File: config.mk
export PLATFORM = sky130hd
export DESIGN_NAME = rtc_irq_ctrl
export DESIGN_NICKNAME = d
export VERILOG_FILES = /design/src/rtl/rtc_irq_pkg.sv /design/src/rtl/rtc_irq_flags.sv /design/src/rtl/rtc_irq_enables.sv /design/src/rtl/rtc_irq_rdmux.sv /design/src/rtl/rtc_irq_ctrl.sv
export SDC_FILE = /design/constraint.sdc
export NUM_CORES = 1
export LEC_CHECK = 0
export BUFFER_PORTS_ARGS = -buffer_cell sky130_fd_sc_hd__buf_4
export CORE_AREA = 4 4 41 43
export CTS_CLUSTER_DIAMETER = 80
export CTS_CLUSTER_SIZE = 8
export DETAILED_ROUTE_END_ITERATION = 12
export DIE_AREA = 0 0 45 47
export HOLD_SLACK_MARGIN = 0.03
export PLACE_DENSITY = 0.65
export SLEW_MARGIN = 20
export SYNTH_ARGS = -nofsm -noshare
export SYNTH_HDL_FRONTEND = slang
export SYNTH_SLANG_ARGS = --single-unit
File: constraint.sdc
create_clock -name clk -period 0.8 [get_ports clk]
set_clock_uncertainty 0.05 [all_clocks]
set_input_delay 0.04 -clock clk [delete_from_list [all_inputs] [get_ports clk]]
set_output_delay 0.04 -clock clk [all_outputs]
set_load 0.05 [all_outputs]
File: src/rtl/rtc_irq_pkg.sv
package rtc_irq_pkg;
   // Which register an address selects
   typedef enum logic [1:0] {
      SEL_NONE = 2'd0,
      SEL_CTL  = 2'd1,
      SEL_STAT = 2'd2,
      SEL_VAL  = 2'd3
   } reg_sel_e;

   // Source index inside the event vector
   localparam int unsigned SRC_UPD = 0;
   localparam int unsigned SRC_ALM = 1;
   localparam int unsigned SRC_PER = 2;
endpackage

File: src/rtl/rtc_irq_flags.sv
module rtc_irq_flags #(
   parameter int unsigned N_SRC = 3
) (
   input  logic             clk,
   input  logic             rst_n,
   input  logic [N_SRC-1:0] evt_i,
   input  logic             clr_i,
   output logic [N_SRC-1:0] flag_o
);
   for (genvar i = 0; i < N_SRC; i++) begin : g_src
      // a new event wins over a clear in the same cycle
      always_ff @(posedge clk or negedge rst_n) begin
         if (!rst_n)        flag_o[i] <= 1'b0;
         else if (evt_i[i]) flag_o[i] <= 1'b1;
         else if (clr_i)    flag_o[i] <= 1'b0;
      end

      AST_EVT_SETS: assert property (@(posedge clk) disable iff (!rst_n)
         evt_i[i] |=> flag_o[i]) else $error("event lost");
      AST_CLR_EMPTIES: assert property (@(posedge clk) disable iff (!rst_n)
         (clr_i && !evt_i[i]) |=> !flag_o[i]) else $error("not cleared");
      AST_HOLD: assert property (@(posedge clk) disable iff (!rst_n)
         (!clr_i && !evt_i[i]) |=> $stable(flag_o[i])) else $error("flag moved");
   end
endmodule

File: src/rtl/rtc_irq_enables.sv
module rtc_irq_enables #(
   parameter int unsigned N_SRC = 3
) (
   input  logic             clk,
   input  logic             rst_n,
   input  logic             we_i,
   input  logic [N_SRC-1:0] wfield_i,
   output logic [N_SRC-1:0] en_o
);
   always_ff @(posedge clk or negedge rst_n) begin
      if (!rst_n)    en_o <= '0;
      else if (we_i) en_o <= wfield_i;
   end

   AST_EN_LOAD: assert property (@(posedge clk) disable iff (!rst_n)
      we_i |=> (en_o == $past(wfield_i))) else $error("enable not loaded");
endmodule

File: src/rtl/rtc_irq_rdmux.sv
module rtc_irq_rdmux
   import rtc_irq_pkg::*;
#(
   parameter int unsigned N_SRC   = 3,
   parameter int unsigned DATA_W  = 8,
   parameter int unsigned SRC_LSB = 4
) (
   input  reg_sel_e         sel_i,
   input  logic [N_SRC-1:0] en_i,
   input  logic [N_SRC-1:0] flag_i,
   input  logic             summary_i,
   input  logic             vrt_i,
   output logic [DATA_W-1:0] rdata_o
);
   localparam int unsigned TOP = DATA_W - 1;

   always_comb begin
      rdata_o = '0;
      unique case (sel_i)
         SEL_CTL:  rdata_o[SRC_LSB +: N_SRC] = en_i;
         SEL_STAT: begin
            rdata_o[TOP]                = summary_i;
            rdata_o[SRC_LSB +: N_SRC]   = flag_i;
         end
         SEL_VAL:  rdata_o[TOP] = vrt_i;
         default:  rdata_o = '0;
      endcase
   end
endmodule

File: src/rtl/rtc_irq_ctrl.sv
module rtc_irq_ctrl
   import rtc_irq_pkg::*;
#(
   parameter int unsigned N_SRC    = 3,
   parameter int unsigned DATA_W   = 8,
   parameter int unsigned ADDR_W   = 7,
   parameter int unsigned SRC_LSB  = 4,
   parameter int unsigned ADDR_CTL = 'h0B,
   parameter int unsigned ADDR_ST  = 'h0C,
   parameter int unsigned ADDR_VAL = 'h0D
) (
   input  logic              clk,
   input  logic              rst_n,
   input  logic [N_SRC-1:0]  evt_i,
   input  logic              vrt_i,
   input  logic [ADDR_W-1:0] addr_i,
   input  logic              wr_i,
   input  logic              rd_i,
   input  logic [DATA_W-1:0] wdata_i,
   output logic [DATA_W-1:0] rdata_o,
   output logic              irq_n_o
);
   localparam int unsigned FIELD_TOP = SRC_LSB + N_SRC;
   localparam logic [ADDR_W-1:0] A_CTL = ADDR_W'(ADDR_CTL);
   localparam logic [ADDR_W-1:0] A_ST  = ADDR_W'(ADDR_ST);
   localparam logic [ADDR_W-1:0] A_VAL = ADDR_W'(ADDR_VAL);

   // elaboration checks on the configuration
   if (FIELD_TOP > DATA_W - 1) begin : g_bad_field
      $error("source field overlaps the summary bit");
   end
   if (ADDR_CTL == ADDR_ST || ADDR_ST == ADDR_VAL || ADDR_CTL == ADDR_VAL) begin : g_bad_map
      $error("register addresses collide");
   end
   if (N_SRC < 1) begin : g_bad_src
      $error("at least one source is needed");
   end

   reg_sel_e         sel;
   logic [N_SRC-1:0] en;
   logic [N_SRC-1:0] flag;
   logic             summary;
   logic             ctl_we;
   logic             st_clr;

   always_comb begin
      if      (addr_i == A_CTL) sel = SEL_CTL;
      else if (addr_i == A_ST)  sel = SEL_STAT;
      else if (addr_i == A_VAL) sel = SEL_VAL;
      else                      sel = SEL_NONE;
   end

   assign ctl_we  = wr_i && (sel == SEL_CTL);
   assign st_clr  = rd_i && (sel == SEL_STAT);
   assign summary = |(flag & en);
   assign irq_n_o = ~summary;

   rtc_irq_enables #(.N_SRC(N_SRC)) u_en (
      .clk(clk), .rst_n(rst_n), .we_i(ctl_we),
      .wfield_i(wdata_i[SRC_LSB +: N_SRC]), .en_o(en)
   );

   rtc_irq_flags #(.N_SRC(N_SRC)) u_flags (
      .clk(clk), .rst_n(rst_n), .evt_i(evt_i), .clr_i(st_clr), .flag_o(flag)
   );

   rtc_irq_rdmux #(.N_SRC(N_SRC), .DATA_W(DATA_W), .SRC_LSB(SRC_LSB)) u_mux (
      .sel_i(sel), .en_i(en), .flag_i(flag), .summary_i(summary),
      .vrt_i(vrt_i), .rdata_o(rdata_o)
   );

   AST_ST_LOW_ZERO: assert property (@(posedge clk) disable iff (!rst_n)
      (addr_i == A_ST) |-> (rdata_o[SRC_LSB-1:0] == '0)) else $error("low bits set");
   AST_VAL_FORMAT: assert property (@(posedge clk) disable iff (!rst_n)
      (addr_i == A_VAL) |-> (rdata_o == {vrt_i, {(DATA_W-1){1'b0}}})) else $error("bad validity read");
   AST_IRQ_TRACKS: assert property (@(posedge clk) disable iff (!rst_n)
      (addr_i == A_ST) |-> (irq_n_o == !rdata_o[DATA_W-1])) else $error("request mismatch");
   AST_ST_WRITE_INERT: assert property (@(posedge clk) disable iff (!rst_n)
      (wr_i && addr_i == A_ST && !rd_i && evt_i == '0) |=> $stable(flag)) else $error("write touched flags");
endmodule

=== Word-level counts from Yosys, hierarchy flattened ===
Index checks and enable logic that the tools add are counted.

* Equality and inequality tests: 6
* Multiplexer cells: 9
* Bitwise operators: 2
* Reduce and logical (&&, ||, !) cells: 6

{| class="wikitable"
|+ Operator list
! cell !! count
|-
| 7-bit by 4-bit equality test with 1-bit output, second input constant || 3
|-
| 2-bit 2-to-1 mux || 3
|-
| 3-bit one-hot mux with 2 select lines || 1
|-
| 2-bit nonzero test || 3
|-
| 2-bit equality test, second input constant || 2
|-
| 1-bit 2-to-1 mux || 4
|-
| 3-bit bitwise AND || 1
|-
| 3-bit OR reduction || 1
|-
| 2-bit by 1-bit equality test with 1-bit output, second input constant || 1
|-
| 1-bit logical AND || 2
|-
| 1-bit one-hot mux with 2 select lines || 1
|-
| 1-bit inverter || 1
|}

* Word-level logic and storage cells: 27
* Input bits: 23
* Output and inout port bits: 9
* Register bits after elaboration: 6

=== Longest topological paths before layout ===
Gate-level depths: netlist of run 1.

* Depth in word-level cells: 8
* Gate-level depth with buffers: 3
* Mapped depth without buffers: 3

=== Hierarchy ===
A second synthesis of run 1 with hierarchy kept.

* Cell total of the unflattened synthesis: 40
* Area total of the unflattened synthesis: 420.4 µm²

{| class="wikitable"
|+ Modules (own cells, without submodules)
! module !! area an instance (µm²) !! cells each !! sequential area each (µm²) !! instances
|-
| rtc_irq_rdmux || 121.4 || 17 || 0.0 || 1
|-
| rtc_irq_enables || 108.9 || 6 || 75.1 || 1
|-
| rtc_irq_flags || 101.3 || 7 || 75.1 || 1
|-
| rtc_irq_ctrl || 88.8 || 10 || 0.0 || 1
|}

=== Least setup slack after synthesis of run 1 ===
No wires, ideal clock.

* Kind: reg-to-output
* Start point: reg u_flags.flag_o[1]
* End point: out rdata_o[7]
* Path buffers: 0
* Data arrival time: 2.482 ns
* Required time: 0.710 ns
* Slack: -1.772 ns
* Cell stages (with the launch flop): 3
* Path through: dfrtp_1 a222oi_1 a21oi_1

* Longest elaborated chain between the ends: 3

{| class="wikitable"
|+ RTL lines
! item !! line !! text
|-
| start: declaration || rtc_irq_flags.sv:8 || <nowiki>output logic [N_SRC-1:0] flag_o</nowiki>
|-
| start signal: indexed assignment || rtc_irq_flags.sv:13 || <nowiki>if (!rst_n) flag_o[i] <= 1'b0;</nowiki>
|-
| start signal: indexed assignment || rtc_irq_flags.sv:14 || <nowiki>else if (evt_i[i]) flag_o[i] <= 1'b1;</nowiki>
|-
| start signal: indexed assignment || rtc_irq_flags.sv:15 || <nowiki>else if (clr_i) flag_o[i] <= 1'b0;</nowiki>
|-
| 3-bit bitwise AND || rtc_irq_ctrl.sv:55 || <nowiki>assign summary = |(flag & en);</nowiki>
|-
| 3-bit OR reduction || rtc_irq_ctrl.sv:55 ||
|-
| 1-bit one-hot mux with 2 select lines || rtc_irq_rdmux.sv:19 || <nowiki>unique case (sel_i)</nowiki>
|-
| end: declaration || rtc_irq_ctrl.sv:20 || <nowiki>output logic [DATA_W-1:0] rdata_o,</nowiki>
|}

Every way passes these cells.

=== Worst setup path after layout of run 1 ===
* Start point: reg u_en.en_o[1]
* End point: out rdata_o[7]

* Longest elaborated chain between the ends: 3

{| class="wikitable"
|+ RTL lines
! item !! line !! text
|-
| start: declaration || rtc_irq_enables.sv:8 || <nowiki>output logic [N_SRC-1:0] en_o</nowiki>
|-
| start signal: assignment || rtc_irq_enables.sv:12 || <nowiki>else if (we_i) en_o <= wfield_i;</nowiki>
|-
| 3-bit bitwise AND || rtc_irq_ctrl.sv:55 ||
|-
| 3-bit OR reduction || rtc_irq_ctrl.sv:55 ||
|-
| 1-bit one-hot mux with 2 select lines || rtc_irq_rdmux.sv:19 ||
|}

Every way passes these cells.

==> results of run 1 <==
## sequential cells by signal, summed over array words and instances (netlist names)
| name | flops |
|---|---|
| u_flags.flag_o | 3 |
| u_en.en_o | 3 |
## routing by layer
| metal | part of all wire (%) | vias up |
|---|---|---|
| met5 | 0 | - |
| met4 | 1.0 | 0 |
| met3 | 5.9 | 2 |
| met2 | 55 | 12 |
| met1 | 38 | 181 |
| li1 | - | 190 |
## per-stage QoR
stage	setup WS [ns]	total power [mW]	hold WS, ns	setup TNS [ns]	instances
floorplan	-1.508	0.4825	-0.3056	-3.076	35
global placement	-0.4259	0.5947	-0.1983	-3.195	74
detailed placement	-0.4371	0.5977	-0.2003	-3.133	74
CTS	-0.6465	0.9085	-0.01294	-2.837	82
global route	-0.7587	0.9786	-0.02522	-3.646	84
finish	-0.6330	0.9190	-0.01373	-3.127	84
## cell usage in the layout (no fill, tap or decap), types with 3 or more instances in the layout
cell	count
dfrtp_1	6
buf_8	3
buf_4	19
mux2_4	3
a22o_4	3
dlygate4sd3_1	4
clkbuf_4	3
buf_6	9
a21o_1	3
conb_1	4
## power by group
part | internal (mW) | switching (mW)
Combinational | 0.155 | 0.155
Clock | 0.170 | 0.112
Sequential | 0.317 | 0.00999
## repair_timing
action | 4_1_cts | 5_1_grt
buffers inserted | 1 | 4
pin swaps | 2 | 3
resized for setup | 15 | 4
hold endpoints to repair | 12 | 3
endpoints found under the setup margin | 11 | 11
## layout make-up
cell class              count  area share (%)
inverters                   1          0.4862
well taps                  15           2.431
multi-input cells          24           32.09
flip-flops and latches      6           19.45
repair buffers             35           42.63
clock buffers               3           2.917
## worst max-delay path, delay by kind of cell, from the launching register on
kind | cells | cell delay [ns]
DFF | 1 | 0.37
buffers and inverters | 2 | 0.34
AOI/OAI and AO/OA | 2 | 0.39
## final timing paths
path,startpoint,end
setup / recovery,u_en.en_o[1]$_DFFE_PN0P_,rdata_o[7]
hold / removal,wdata_i[6],u_en.en_o[2]$_DFFE_PN0P_
setup reg to reg,u_en.en_o[1]$_DFFE_PN0P_,u_en.en_o[1]$_DFFE_PN0P_
hold reg to reg,u_en.en_o[0]$_DFFE_PN0P_,u_en.en_o[0]$_DFFE_PN0P_
max in group asynchronous,rst_n,u_en.en_o[0]$_DFFE_PN0P_
min in group asynchronous,rst_n,u_flags.flag_o[2]$_DFFE_PN0P_
## kinds of logic (layout without fill, tap and decap cells)
kind of cell | after synthesis | after routing | synth area share (%)
flops | 6 | 6 | 40.95
compound gates | 9 | 9 | 19.80
other cells | 1 | 4 | 1.023
simple gates | 8 | 8 | 19.80
buf+inv | 5 | 39 | 9.214
mux | 3 | 3 | 9.214
==> impl_metrics.json, run 1 <==
{
  "worstPathRequired_ns": 0.71,
  "critPathMaxStageDelay_ns": 0.37,
  "final_area_um2": 772.0,
  "synth_cell_types": 18,
  "setup_viol": 11,
  "utilization_pct": 59.33,
  "cts_root_buffer": "clkbuf_4",
  "finalNetCount": 94,
  "slew_viol_final": 0,
  "finalHoldViolCount": 3,
  "area_delta_synth_final_pct": 110.6,
  "die_w_um": 45,
  "diodes": 0,
  "peakVddDrop_uv": 919.9,
  "yosys_warnings": 0,
  "failed_checks": "negative hold slack, negative setup slack",
  "syn_inst": 32,
  "placed_cell_area_um2": 619.3,
  "drc_errors": 0,
  "arrival_ns": 1.34,
  "vias": 385,
  "powerDensity_nw_per_um2": 1190,
  "nFillCells": 114,
  "synth_area_um2": 366.6,
  "layout_min_cycle_time_ns": 1.433,
  "clock_tree.buffer_depth": 2,
  "dp_hpwl_um": 843.3,
  "die_h_um": 47,
  "hold_depth": 2,
  "post_drt_wl_per_cell_um": 13.86,
  "cts_tree": "done",
  "antenna_found_initial": 0,
  "first_pass_iters": 4,
  "worstSetupPathType": "register to output pin",
  "finalCritPeriodShare_pct": 179.1,
  "rsz0062_at_grt": "yes",
  "met1_usage_pct": 14.65,
  "clock_latency_ns": 0.23,
  "use_met3_pct": 3.065,
  "cts.sinks": 6,
  "synth_area_leaders": "dfrtp_1 (41%), mux2_1 (9.2%), buf_4 (8.2%)",
  "start_util_pct": 28.17,
  "cp_slowest_cell": "dfrtp_1",
  "ios": 32,
  "htreeDepth": 1,
  "p_leak_nw": 0.3846,
  "async_flop_share_pct": 100.0,
  "ff2ff_path_depth": 3,
  "placementRows": 13,
  "grt_usage_pct": 12.66,
  "use_met2_pct": 22.32,
  "yosysMostFrequentCell": "dfrtp_1",
  "synth_seq_cells": 6,
  "wirelength_mm": 1.164,
  "postCtsHoldBufs": 4,
  "drive_above_1_share_pct": 65.22,
  "dominantRegCellSynth": "dfrtp_1",
  "via_per_inst": 4.583,
  "status": "complete, but fails checks",
  "fmax_mhz": 697.9,
  "numCtsBuffers": 3,
  "clkTransAtPathRegs_ns": 0.05,
  "regArea_um2": 150.1,
  "cap_violations": 0,
  "crit_chain": "a222oi_1 > buf_4 > a21oi_4 > buf_6",
  "coreArea_um2": 1301,
  "synth-edff-count": 0,
  "endpoint_kind": "output pin",
  "busiest_layer": "met2",
  "cp-start-kind": "register",
  "die-area_um2": 2115,
  "regToRegSetupSlack_ns": -0.23,
  "yosys.area.top_type": "dfrtp_1",
  "synth-seq-area-share_pct": 40.96,
  "io_buffers": 22,
  "avgSynthCellArea_um2": 11.46,
  "route.antenna.remaining_nets": 0,
  "synth_top_area_share_pct": 40.96,
  "grt_max_degree": 7,
  "whs_ns": -0.01373,
  "grt_pass1_wl_mm": 1.890,
  "path_max_fanout": 2,
  "drt_iter0_drc": 4,
  "gr-total-overflow": 0,
  "fin_ws_ns": -0.6330,
  "synth.top_cells.by_count": "dfrtp_1 (6), buf_4 (4), a21o_1 (3), a22o_1 (3), mux2_1 (3)",
  "grt_pass1_vias": 440,
  "multi_input_area_um2": 247.7,
  "gp_congestion": 0.7177,
  "worstHoldPathType": "input port to register"
}
Note: power is estimated with default switching activity, not from simulation.
==> run 2: changes to the inputs <==
--- a/config.mk
+++ b/config.mk
@@ -6,13 +6,14 @@
 export NUM_CORES = 1
 export LEC_CHECK = 0
 export BUFFER_PORTS_ARGS = -buffer_cell sky130_fd_sc_hd__buf_4
+export CAP_MARGIN = 15
 export CORE_AREA = 4 4 41 43
 export CTS_CLUSTER_DIAMETER = 80
 export CTS_CLUSTER_SIZE = 8
 export DETAILED_ROUTE_END_ITERATION = 12
 export DIE_AREA = 0 0 45 47
 export HOLD_SLACK_MARGIN = 0.03
-export PLACE_DENSITY = 0.65
+export PLACE_DENSITY = 0.63
 export SLEW_MARGIN = 20
 export SYNTH_ARGS = -nofsm -noshare
 export SYNTH_HDL_FRONTEND = slang
==> constraint.sdc (replaced) <==
create_clock -name clk -period 1.7 [get_ports clk]
set_clock_uncertainty 0.05 [all_clocks]
set_input_delay 0.085 -clock clk [delete_from_list [all_inputs] [get_ports clk]]
set_output_delay 0.085 -clock clk [all_outputs]
set_load 0.05 [all_outputs]
==> impl_metrics.json, run 2 (same netlist as run 1, synthesis figures left out) <==
{
  "die_h_um": 47,
  "met1_usage_pct": 12.59,
  "antenna_found_initial": 0,
  "utilization_pct": 49.42,
  "fin_ws_ns": 0.1947,
  "worstHoldPathType": "input port to async pin",
  "placed_cell_area_um2": 543.0,
  "grt_max_degree": 7,
  "layout_min_cycle_time_ns": 1.505,
  "post_drt_wl_per_cell_um": 11.41,
  "use_met2_pct": 14.41,
  "ios": 32,
  "status": "complete, no violations",
  "nFillCells": 142,
  "drc_errors": 0,
  "cp-start-kind": "register",
  "gr-total-overflow": 0,
  "timing.critical_path.mode_cell": "buf_4",
  "finalNonFillerCells": 79,
  "fmax_mhz": 664.3,
  "layout_common_cells": "buf_4 (23), dlygate4sd3_1 (7), dfrtp_1 (6)",
  "worstSetupPathType": "register to output pin",
  "drive_above_1_share_pct": 48.44,
  "final_area_um2": 643.1,
  "crit_chain": "a222oi_1 > buf_4 > a21oi_4 > buf_4",
  "drt_iter0_drc": 7,
  "slew_viol_final": 0,
  "path_max_fanout": 3,
  "setup_viol": 0,
  "powerDensity_nw_per_um2": 635.9,
  "htreeDepth": 1,
  "finalNetCount": 89,
  "clock_latency_ns": 0.24,
  "peakVddDrop_uv": 394.4,
  "final_common_cell": "buf_4",
  "io_buffers": 22,
  "start_util_pct": 28.17,
  "arrival_ns": 1.37,
  "via_per_inst": 4.544,
  "die_w_um": 45,
  "wirelength_um": 901,
  "grt_usage_pct": 9.880,
  "cts.sinks": 6,
  "diodes": 0,
  "use_met3_pct": 3.831,
  "gp_congestion": 0.7470,
  "largestRegisters": "u_en.en_o: 3 flops, u_flags.flag_o: 3 flops",
  "clock_tree.buffer_depth": 2,
  "finalHoldViolCount": 0,
  "clkTransAtPathRegs_ns": 0.04,
  "critPathMaxStageDelay_ns": 0.38,
  "busiest_layer": "met2",
  "coreArea_um2": 1301,
  "p_leak_nw": 0.3096,
  "endpoint_kind": "output pin",
  "cts_resized": 0,
  "placementRows": 13,
  "fin_setup_tns_ns": 0,
  "first_pass_iters": 5,
  "rsz0062_at_grt": "no",
  "grt_pass1_vias": 351,
  "grt_pass1_wl_mm": 1.469,
  "worstPathRequired_ns": 1.56,
  "cts_tree": "done",
  "cap_violations": 0,
  "dp_slack_ns": 0.3021,
  "area_delta_synth_final_pct": 75.43,
  "dp.cells": 68,
  "numCtsBuffers": 3,
  "route.antenna.remaining_nets": 0,
  "cp_slowest_cell": "dfrtp_1",
  "cts_root_buffer": "clkbuf_4",
  "vias": 359,
  "finalCritPeriodShare_pct": 88.55,
  "die-area_um2": 2115
}
[run 2: cell count changes in the layout (fill, tap and decap cells not counted)]
| cell | change |
|---|---|
| and2_4 | -1 |
| mux2_1 | +3 |
| buf_4 | +4 |
| and2_2 | +1 |
| a22o_4 | -3 |
| dlygate4sd3_1 | +3 |
| a22o_1 | +3 |
| mux2_4 | -3 |
| buf_8 | -3 |
| and3_2 | +1 |
| buf_6 | -9 |
| and3_4 | -1 |
[run 2: report_power, final]
| part | switching (mW) | leakage, nW | internal, mW | total [mW] |
|---|---|---|---|---|
| clock | 0.0499 | 0.0138 | 0.0797 | 0.130 |
| sequential | 0.00466 | 0.0671 | 0.150 | 0.154 |
| combinational | 0.0663 | 0.229 | 0.0588 | 0.125 |
| total | 0.121 | 0.310 | 0.288 | 0.409 |
[run 2: worst max-delay path: cells and delay by family, from the launching register on]
family	cells	cell delay, ns
AOI/OAI and AO/OA	2	0.37
buffers and inverters	2	0.37
DFF	1	0.38
[run 2: worst paths after layout]
| check | startpoint | end | slack [ns] | cells after the start |
|---|---|---|---|---|
| min reg2reg | u_flags.flag_o[1]$_DFFE_PN0P_ | u_flags.flag_o[1]$_DFFE_PN0P_ | 0.47 | 1 |
| max reg2reg | u_en.en_o[2]$_DFFE_PN0P_ | u_en.en_o[2]$_DFFE_PN0P_ | 0.84 | 1 |
| min in group clk | wr_i | u_en.en_o[1]$_DFFE_PN0P_ | 0.16 | 3 |
| max in group asynchronous | rst_n | u_en.en_o[1]$_DFFE_PN0P_ | 1.35 | 2 |
| min | rst_n | u_flags.flag_o[0]$_DFFE_PN0P_ | 0.13 | 2 |
| max | u_en.en_o[1]$_DFFE_PN0P_ | rdata_o[7] | 0.19 | 4 |
[run 2: routing by layer]
metal	vias to the layer above	part of all wire, %
met1	162	44
met3	0	10
li1	178	-
met2	19	46
met5	-	0
met4	0	0
[run 2: area by class of cell]
class,count,area (um^2),area share [%]
timing repair buffer,30,242.7,37.74
multi-input combinational,24,205.2,31.91
sequential,6,150.1,23.35
clock buffer,3,22.52,3.502
tap,15,18.77,2.918
inverter,1,3.754,0.5837
[run 2: timing repair]
| action | 4_1_cts | 5_1_grt |
|---|---|---|
| setup endpoints to repair | 0 | 2 |
| buffers inserted | 0 | 1 |
| hold buffers | 7 | 0 |
| hold endpoints to repair | 12 | 0 |
[run 2: per-stage QoR]
step           hold WS [ns]  total power, mW
2_1_floorplan       -0.2606           0.2221
3_3_place_gp        -0.1562           0.2622
3_5_place_dp        -0.1554           0.2628
4_1_cts              0.1237           0.4071
5_1_grt              0.1447           0.4342
6_report             0.1303           0.4089
==> run 3: changes to the inputs <==
--- a/config.mk
+++ b/config.mk
@@ -8,13 +8,14 @@
 export BUFFER_PORTS_ARGS = -buffer_cell sky130_fd_sc_hd__buf_4
 export CAP_MARGIN = 15
 export CORE_AREA = 4 4 41 43
-export CTS_CLUSTER_DIAMETER = 80
+export CTS_CLUSTER_DIAMETER = 50
 export CTS_CLUSTER_SIZE = 8
 export DETAILED_ROUTE_END_ITERATION = 12
 export DIE_AREA = 0 0 45 47
 export HOLD_SLACK_MARGIN = 0.03
-export PLACE_DENSITY = 0.63
+export PLACE_DENSITY = 0.67
 export SLEW_MARGIN = 20
 export SYNTH_ARGS = -nofsm -noshare
 export SYNTH_HDL_FRONTEND = slang
+export SYNTH_HIERARCHICAL = 1
 export SYNTH_SLANG_ARGS = --single-unit
==> impl_metrics.json, run 3 <==
{
  "post_drt_wl_per_cell_um": 11.36,
  "busiest_layer": "met2",
  "dominantRegCellSynth": "dfrtp_1",
  "die_w_um": 45,
  "finalHoldViolCount": 0,
  "drt_iter0_drc": 2,
  "grt_pass1_vias": 425,
  "synth_seq_cells": 6,
  "fin_ws_ns": -0.06712,
  "synth_top_area_share_pct": 35.71,
  "die-area_um2": 2115,
  "finalCritPeriodShare_pct": 103.9,
  "met1_usage_pct": 11.11,
  "regToRegSetupSlack_ns": 0.86,
  "placementRows": 13,
  "grt_pass1_wl_mm": 1.697,
  "yosys.area.top_type": "dfrtp_1",
  "final_area_um2": 797.0,
  "synth_area_um2": 420.4,
  "start_util_pct": 32.31,
  "use_met3_pct": 1.149,
  "syn_inst": 40,
  "cts.sinks": 6,
  "drc_errors": 0,
  "grt_max_degree": 7,
  "antenna_found_initial": 0,
  "slew_viol_final": 0,
  "status": "complete, but fails checks",
  "cts_tree": "done",
  "path_max_fanout": 4,
  "utilization_pct": 61.25,
  "worstSetupPathType": "input port to output pin",
  "clkTransAtPathRegs_ns": 0.04,
  "cts_root_buffer": "clkbuf_4",
  "cap_violations": 0,
  "worstHoldPathType": "input port to register",
  "largestRegisters": "u_en/en_o: 3 flops, u_flags/flag_o: 3 flops",
  "min_to": "u_en/en_o[1]$_DFFE_PN0P_",
  "ios": 32,
  "whs_ns": 0.04099,
  "avgSynthCellArea_um2": 10.51,
  "diodes": 0,
  "finalNonFillerCells": 88,
  "htreeDepth": 1,
  "area_delta_synth_final_pct": 89.58,
  "arrival_ns": 1.63,
  "cp-start-kind": "input port",
  "vias": 417,
  "layout_min_cycle_time_ns": 1.767,
  "gr-total-overflow": 0,
  "p_leak_nw": 0.3425,
  "yosys_warnings": 6,
  "synth-seq-area-share_pct": 35.71,
  "clock_tree.buffer_depth": 2,
  "reg2reg_to": "u_en/en_o[1]$_DFFE_PN0P_",
  "io_buffers": 22,
  "setup_viol": 4,
  "use_met2_pct": 21.47,
  "layout_common_cells": "buf_4 (18), dlygate4sd3_1 (6), buf_6 (6), dfrtp_1 (6), conb_1 (4)",
  "synth.top_cells.by_count": "dfrtp_1 (6), nor2_1 (5), buf_4 (4), inv_1 (4)",
  "placed_cell_area_um2": 666.9,
  "gp_congestion": 0.6241,
  "async_flop_share_pct": 100.0,
  "via_per_inst": 4.739,
  "numCtsBuffers": 3,
  "synth_area_leaders": "dfrtp_1 (36%), ha_1 (8.9%), mux2_2 (8.0%)",
  "failed_checks": "negative setup slack",
  "hold_depth": 2,
  "wirelength_mm": 1.000,
  "first_pass_iters": 4,
  "nFillCells": 124,
  "synth-edff-count": 0,
  "synth_cell_types": 16,
  "r2r_start": "u_en/en_o[1]$_DFFE_PN0P_",
  "final_common_cell": "buf_4",
  "coreArea_um2": 1301,
  "grt_usage_pct": 11.29,
  "dp.cells": 79,
  "drive_above_1_share_pct": 61.64,
  "fmax_mhz": 565.9,
  "worstPathRequired_ns": 1.56,
  "route.antenna.remaining_nets": 0,
  "ff2ff_path_depth": 1,
  "clock_latency_ns": 0.24,
  "dp_hpwl_um": 821.8,
  "endpoint_kind": "output pin",
  "yosysMostFrequentCell": "dfrtp_1",
  "powerDensity_nw_per_um2": 509.5,
  "rsz0062_at_grt": "yes",
  "finalNetCount": 101,
  "peakVddDrop_uv": 286.3,
  "min_from": "wdata_i[5]",
  "die_h_um": 47,
  "postCtsSetupBuffers": 0
}
[run 3: cell count changes after synthesis, moves of 2 or more]
cell	previous run	this run
a22o_1	3	1
a22oi_1	0	3
ha_1	0	3
inv_1	1	4
mux2_1	3	0
mux2_2	0	3
nor2_1	0	5
nor3b_2	0	2
[run 3: power breakdown]
group          internal (mW)  switching, mW  leakage (nW)
clock network         0.0794         0.0455        0.0138
logic                 0.0605         0.0649         0.262
registers              0.150        0.00598        0.0671
total                  0.290          0.116         0.343
[run 3: worst max-delay path: stages]
cell and delay [ns]:
buf_6 0.09, or4b_4 0.57, nor3b_4 0.24, inv_2 0.07, ha_4 0.18, a22oi_2 0.21, nor2_4 0.04, buf_6 0.15
[run 3: repair_timing]
item,4_1_cts,5_1_grt
endpoints found under the setup margin,4,4
gates resized for setup,13,0
hold buffers,6,0
hold endpoints to repair,11,0
cloned,0,0
pin swaps,9,3
[run 3: final cells by class]
cell class	instances	area, um^2	area share [%]
multi-input cells	29	312.8	39.25
repair buffers	31	277.8	34.85
flip-flops and latches	6	150.1	18.84
clock buffers	3	22.52	2.826
well taps	15	18.77	2.355
inverters	4	15.01	1.884
[run 3: worst max-delay path by stage]
stage | startpoint | endpoint | depth (start not counted)
after detailed placement | addr_i[5] | rdata_o[4] | 8
after floorplan | u_flags/flag_o[0]$_DFFE_PN0P_ | rdata_o[7] | 3
after global placement | addr_i[5] | rdata_o[4] | 8
after global routing | addr_i[6] | rdata_o[6] | 8
final | addr_i[6] | rdata_o[6] | 8
after CTS | addr_i[6] | rdata_o[6] | 8
[run 3: routing by layer]
metal / wire length [um] / up-vias
met5: 0 / -
met4: 15 / 0
met3: 75 / 2
met2: 571 / 16
met1: 337 / 194
li1: - / 205
[run 3: logic make-up after synthesis]
kind of cell	count (synthesis)	synth area share [%]
flops	6	35.71
mux	3	8.035
compound gates	8	15.18
simple gates	10	18.45
other cells	1	0.8920
fa+ha+maj	3	8.930
buf+inv	8	10.71
xor+xnor	1	2.084
[run 3: metrics by stage]
step	setup TNS [ns]	power, mW	setup slack (ns)
4_1_cts	-0.3565	0.4146	-0.1195
5_1_grt	-0.5125	0.4292	-0.1449
6_report	-0.2057	0.4061	-0.06712
2_1_floorplan	-0.8664	0.2285	-0.6490
3_3_place_gp	-0.6079	0.2692	-0.2221
3_5_place_dp	-0.6736	0.2698	-0.2269
